===== config.mk =====
export PLATFORM = sky130hd
export DESIGN_NAME = serial_wr_rx
export DESIGN_NICKNAME = d
export VERILOG_FILES = /design/src/rtl/serial_wr_rx.sv
export SDC_FILE = /design/constraint.sdc
export NUM_CORES = 1
export LEC_CHECK = 0
export BUFFER_PORTS_ARGS = -buffer_cell sky130_fd_sc_hd__buf_2
export CORE_UTILIZATION = 25
export CTS_CLUSTER_DIAMETER = 120
export CTS_CLUSTER_SIZE = 14
export DETAILED_ROUTE_END_ITERATION = 16
export PLACE_DENSITY = 0.38
export SYNTH_ARGS = -nofsm -noshare
export SYNTH_HDL_FRONTEND = slang
export SYNTH_SLANG_ARGS = --single-unit

===== constraint.sdc =====
create_clock -name clk -period 3 [get_ports clk]
set_input_delay 0 -clock clk [delete_from_list [all_inputs] [get_ports clk]]
set_output_delay 0 -clock clk [all_outputs]
set_load 0.03 [all_outputs]

===== src/rtl/serial_wr_rx.sv =====
module serial_wr_rx #(
  parameter int SYNC_STAGES = 2,
  parameter int BYTE_W      = 8
) (
  input  logic              clk,
  input  logic              rst_n,
  input  logic              three_wire_i,
  input  logic              sclk_i,
  input  logic              sdin_i,
  input  logic              cs_n_i,
  input  logic              dc_i,
  output logic [BYTE_W-1:0] rx_byte_o,
  output logic              rx_is_data_o,
  output logic              rx_valid_o
);
  localparam int CNT_W = $clog2(BYTE_W + 1);

  logic [SYNC_STAGES-1:0] sclk_sy, sdin_sy, cs_sy, dc_sy;
  logic sclk_d;
  logic [CNT_W-1:0] cnt;
  logic [BYTE_W-1:0] shreg;
  logic sel_q;

  always_ff @(posedge clk) begin
    if (!rst_n) begin
      sclk_sy <= '0;
      sdin_sy <= '0;
      cs_sy   <= '1;
      dc_sy   <= '0;
      sclk_d  <= 1'b0;
    end else begin
      sclk_sy <= {sclk_sy[SYNC_STAGES-2:0], sclk_i};
      sdin_sy <= {sdin_sy[SYNC_STAGES-2:0], sdin_i};
      cs_sy   <= {cs_sy[SYNC_STAGES-2:0], cs_n_i};
      dc_sy   <= {dc_sy[SYNC_STAGES-2:0], dc_i};
      sclk_d  <= sclk_sy[SYNC_STAGES-1];
    end
  end

  wire sclk_s = sclk_sy[SYNC_STAGES-1];
  wire sdin_s = sdin_sy[SYNC_STAGES-1];
  wire cs_s   = cs_sy[SYNC_STAGES-1];
  wire dc_s   = dc_sy[SYNC_STAGES-1];

  wire rise = sclk_s & ~sclk_d & ~cs_s;
  wire last = three_wire_i ? (cnt == CNT_W'(BYTE_W)) : (cnt == CNT_W'(BYTE_W - 1));
  wire [BYTE_W-1:0] next_byte = {shreg[BYTE_W-2:0], sdin_s};

  always_ff @(posedge clk) begin
    if (!rst_n) begin
      cnt          <= '0;
      shreg        <= '0;
      sel_q        <= 1'b0;
      rx_byte_o    <= '0;
      rx_is_data_o <= 1'b0;
      rx_valid_o   <= 1'b0;
    end else begin
      rx_valid_o <= rise & last;
      if (cs_s) begin
        cnt <= '0;
      end else if (rise) begin
        shreg <= next_byte;
        cnt   <= last ? '0 : cnt + 1'b1;
        if (three_wire_i && cnt == '0) sel_q <= sdin_s;
        if (last) begin
          rx_byte_o    <= next_byte;
          rx_is_data_o <= three_wire_i ? sel_q : dc_s;
        end
      end
    end
  end
endmodule


# Yosys cells after proc, flatten, opt, wreduce, memory -nomap -nowiden
# Cells that the tools add are included.
[classes] eq_ne=2 bitwise_logic=6 n_addsub=1 reduce_logical=6 muxes=3
[ops] cell="AND reduction 3 bit" n=2
[ops] cell="adder 4 x 1 -> 4 bit, second input constant" n=1
[ops] cell="equality test 4 x 3 -> 1 bit, second input constant" n=1
[ops] cell="equality test 4 bit, second input constant" n=1
[ops] cell="logical NOT 4 bit" n=1
[ops] cell="2-to-1 mux 4 bit" n=1
[ops] cell="AND 1 bit" n=3
[ops] cell="inverter 1 bit" n=3
[ops] cell="2-to-1 mux 1 bit" n=2
[ops] cell="AND reduction 2 bit" n=1
[ops] cell="OR reduction 2 bit" n=1
[ops] cell="logical AND 1 bit" n=1
[totals] ff_bits=31 elab_cells=29

# Longest topological paths before layout
[depth] word_depth=4 ltp_mapped=6 depth_no_buf=6

# Least setup slack after synthesis
# Ideal clock, no wire load.
[synth_path] path_kind="register to register" startpoint="register sclk_d" endpoint="register sel_q" setup_time_ns=0.116 t_arrival_ns=1.257 period_less_slack_ns=1.373 stages_incl_launch_ff=6 required_time_ns=2.884 n_path_buf=1 path_slack_ns=1.627 path_cell_list="dfxtp_1 -> or3b_1 -> buf_6 -> nor4_4 -> mux2i_1 -> nor2b_1"
[synth_between] elab_chain_cells=4
[synth_rtl] element="start, declared" line_no="19" source="logic sclk_d;"
[synth_rtl] element="start signal, assigned" line_no="36" source="sclk_d <= sclk_sy[SYNC_STAGES-1];"
[synth_rtl] element="inverter 1 bit" line_no="45" source="wire rise = sclk_s & ~sclk_d & ~cs_s;"
[synth_rtl] element="AND 1 bit (2 in a row)" line_no="45"
[synth_rtl] element="AND reduction 3 bit (no line)"
[synth_rtl] element="end signal, assigned" line_no="64" source="if (three_wire_i && cnt == '0) sel_q <= sdin_s;"
[synth_rtl] element="end, declared" line_no="22" source="logic sel_q;"
# No other way between the ends.
# A chain may end at the register's enable or synchronous reset.

# Final worst setup path
# Ends and elaborated chain as after synthesis.

==> impl.org <==
** Logic synthesis
- The biggest area contributor in the post-synthesis netlist is dfxtp_1.
- Yosys mapped a number of flops with a built-in enable equal to 0.
- By count the netlist is led by nand2_1 (34), dfxtp_1 (31), mux2i_1 (10).
- During synthesis, Yosys emitted a total of 0 warnings.
- After synthesis, the mean cell area works out to around 9.6 um2.
- Share of the synthesized area in the top cell type :: 0.503
- Synthesis produced a netlist whose cell count is about 130.
- The netlist uses 28 different library cells.
- Synthesis inferred 31 register bits.
- Top cells by area, synth :: dfxtp_1 (50%), nand2_1 (10%), mux2i_1 (8.1%), a21boi_0 (4.3%), and2_1 (3.5%)
- In the synthesized netlist the dominant register cell turns out to be dfxtp_1.
- Summing every instance area after synthesis gives approximately 1200 um2.
- The number of nets in the synthesized netlist is 137.
- For this run, the register share of the synthesized area comes to 0.503.
- nand2_1 is the most common cell in the netlist.
- Async set-reset flop share out of synthesis :: 0

** Drt
- The first detailed-routing pass ran for 4 iterations.
- In this run the remaining antenna-violating nets after routing total 0.
- Final routed wirelength across all metal layers :: approximately 2300 um
- In the final routed layout, each cell accounts on average for roughly 11 um.
- After detailed routing, the number of vias per cell comes to between 4 and 5.
- The final route contains 900 vias.
- In this run, the number of DRC markers left after iteration 0 of detailed routing was 28.
- Post-route DRC violation count :: 0

** Global route
- Met2 track utilization from global routing :: 0.169
- For this run, global-route usage on met1 was measured as 0.117.
- After global routing, the most crowded layer is met2.
- Wire length of the first global-routing pass :: 4070 um
- Entering global routing, the biggest net connects 37 pins.
- For this run, global-route usage on met3 was measured as 0.0431.
- Number of global-route vias before repair :: ~900
- After global routing the overflow that remains totals 0.
- Antenna violations before repair :: 0
- Combined global-route utilization of all metal layers :: 0.105

** Status
- The run finished with clean final reports.

** Clocking
- Maximum count of clock buffers along a single path :: 2
- TritonCTS built the clock tree.
- Clk Tree Root Cell :: clkbuf_8
- For this design, the CTS-stage hold fixing added 4 buffers.
- The clock net in this run drives a total of 31 sinks.
- Clock-pin slew of the registers on the worst-case setup and hold paths :: approximately 70 ps
- The number of setup buffers added after CTS is 0.
- Gates resized during post-CTS repair numbered 0.
- Clock latency on the worst-skew pair, taken at its later pin, is approximately 280 ps.
- The H-tree was split into 2 levels.
- Clock buffers created by TritonCTS :: 5

** Worst setup path
- Crit-path cells :: or3b_1 -> nor4_4 -> mux2i_1 -> nor2b_1
- The slowest stage of the critical path belongs to the cell or3b_1.
- Worst Setup End Kind :: flip-flop
- Worst path required time :: 3180 ps
- The critical path runs through a total of 4 cells.
- STA puts the critical path data arrival time at 1830 ps.
- Worst Path Class, Setup :: flip-flop to flip-flop
- Counting both buffers and inverters, the worst setup path holds a total of 0.
- Terminus of the critical flop-to-flop path :: sel_q
- Setup slack on the worst reg-to-reg path comes out at approximately 1300 ps.
- Sort of element at the start of the critical path :: flip-flop
- The critical path ends at sel_q.
- First element of the critical path :: sclk_d
- In this run the critical register-to-register path is launched from sclk_d.
- The largest single stage delay on the critical path is 660 ps.
- Counting cells, the worst reg-to-reg path comes to 4.
- In this run the worst path has a maximum fanout of 14.
- Top cell family by delay on the critical path :: simple AND/OR/NAND/NOR gates

** Power and ir drop
- Total leakage power :: 0.586 nW
- The share of total power dissipated in the clock network is 0.491.
- IR analysis of the VDD net gives a maximum drop of between 0.15 and 0.2 mV.
- P_sw :: 0.174 mW
- Pwr per Cell Area :: 570 nW/um2
- Part of the power in registers :: 0.481
- Internal power summed over all cells :: between 0.6 and 0.7 mW
- Proportion of power drawn by combinational gates :: 0.029
- Sw Ratio :: 0.199

** Finish
- NumNets Final :: between 150 and 200
- Core utilization of the finished layout :: 0.324
- In the final layout, the share of cells above drive strength 1 is 0.187.
- Area of all sequential standard cells :: around 620 um2
- Number of fillers in the final layout :: 497
- Summing all multi-input logic gate instances after layout gives 568 um2.
- Area added between synthesis and finish :: 23.9%
- The number of antenna diodes in the final layout is 0.

** Timing
- At the pin with the least slew margin, the transition time is between 600 and 700 ps.
- Final setup vio count :: 0
- Max-slew headroom at the worst pin :: 0.566
- For this run, the top clock speed supported by timing is approximately 600 MHz.
- Setup skew after layout :: between 4 and 5 ps
- Setup repair after global routing missed its margin :: false
- Fin crit period :: 1650 ps
- Max-slew violations :: 0
- Dividing the final minimum period by the clock period gives 0.551.
- Total Negative Setup Slacks :: 0 ps
- Final number of hold-violating endpoints :: 0
- Post-layout worst setup margin :: about 1300 ps

** Worst hold path
- Path class of the lowest-slack min-delay path :: input port to flip-flop

** Floorplan
- Die W :: approximately 72 um
- After floorplanning, the core was divided into 25 placement rows.
- Overall die height :: approximately 72 um
- Die area :: between 5000 and 6000 um2
- Number of top-level pins :: 17
- In this run the standard cell core region covers approximately 4700 um2.
- Starting density of the core :: 0.261

** Place
- Pre-CTS worst setup slack :: 1340 ps
- At the end of routability-driven placement, the weighted congestion stood at 0.664.
- Detailed placement finished with a half-perimeter wire length of about 1500 um.
- In this run the tool buffered the top-level ports with 16 buffer cells.

** Flow run
- The tool flagged a number of max-cap violations equal to 0.
kinds of logic after synthesis:
group                      after synthesis  share of synthesized area
AOI/OAI and AO/OA                       16                     0.0943
adders and majority gates                2                     0.0203
buffers and inverters                   10                     0.0365
DFF                                     31                      0.503
muxes                                   10                     0.0811
and+or+nand+nor                         59                      0.265
power by group through the flow:
stage               clock, mW  combinational, mW  sequential [mW]
floorplan                   0             0.0146            0.427
global placement            0             0.0213            0.428
detailed placement          0             0.0216            0.428
CTS                     0.442             0.0257            0.419
global route            0.462             0.0282            0.419
finish                  0.427             0.0250            0.419
how the worst min path moves through the flow:
stage	startpoint	to	slack, ps	cells after the start
6_report	rst_n	cs_sy[1]	170	2
5_1_grt	three_wire_i	rx_is_data_o	210	4
4_1_cts	three_wire_i	rx_is_data_o	190	4
3_5_place_dp	cs_n_i	cs_sy[0]	190	2
3_3_place_gp	cs_n_i	cs_sy[0]	190	2
2_1_floorplan	cs_n_i	cs_sy[0]	100	1
final cells by class:
cell class,count,area share
tap,67,0.0548
multi-input combinational,87,0.372
clock inverter,2,0.0229
inverter,3,0.00736
clock buffer,6,0.0540
sequential,31,0.406
timing repair buffer,21,0.0835
registers in the layout (all words and copies together), names as in the netlist:
signal	flops
cnt	4
cs_sy	2
dc_sy	2
rx_byte_o	8
rx_is_data_o	1
rx_valid_o	1
sclk_d	1
sclk_sy	2
sdin_sy	2
sel_q	1
shreg	7
cells in the final DEF, fill, tap and decap left out, types with 3 or more instances in the layout:
cell	count
a21boi_0	7
a21oi_1	3
and2_1	7
buf_2	16
clkbuf_8	6
dfxtp_1	31
dlygate4sd3_1	4
inv_1	3
mux2i_1	10
nand2_1	34
nand2b_1	4
nand3_1	3
metrics by stage:
step | cell area (um2) | hold slack, ps | instances | power, mW
after floorplan | 1230 | 101 | 128 | 0.442
after global placement | 1370 | 189 | 205 | 0.449
after detailed placement | 1370 | 188 | 205 | 0.450
after CTS | 1530 | 186 | 217 | 0.887
after global routing | 1530 | 209 | 217 | 0.909
final | 1530 | 175 | 217 | 0.871
layer usage:
metal,part of all wire,wire length (um)
met5,0,0
met2,0.47,1110
met4,0.016,38
met3,0.043,100
met1,0.47,1100
No activity file was read; power rests on OpenSTA's default activity.
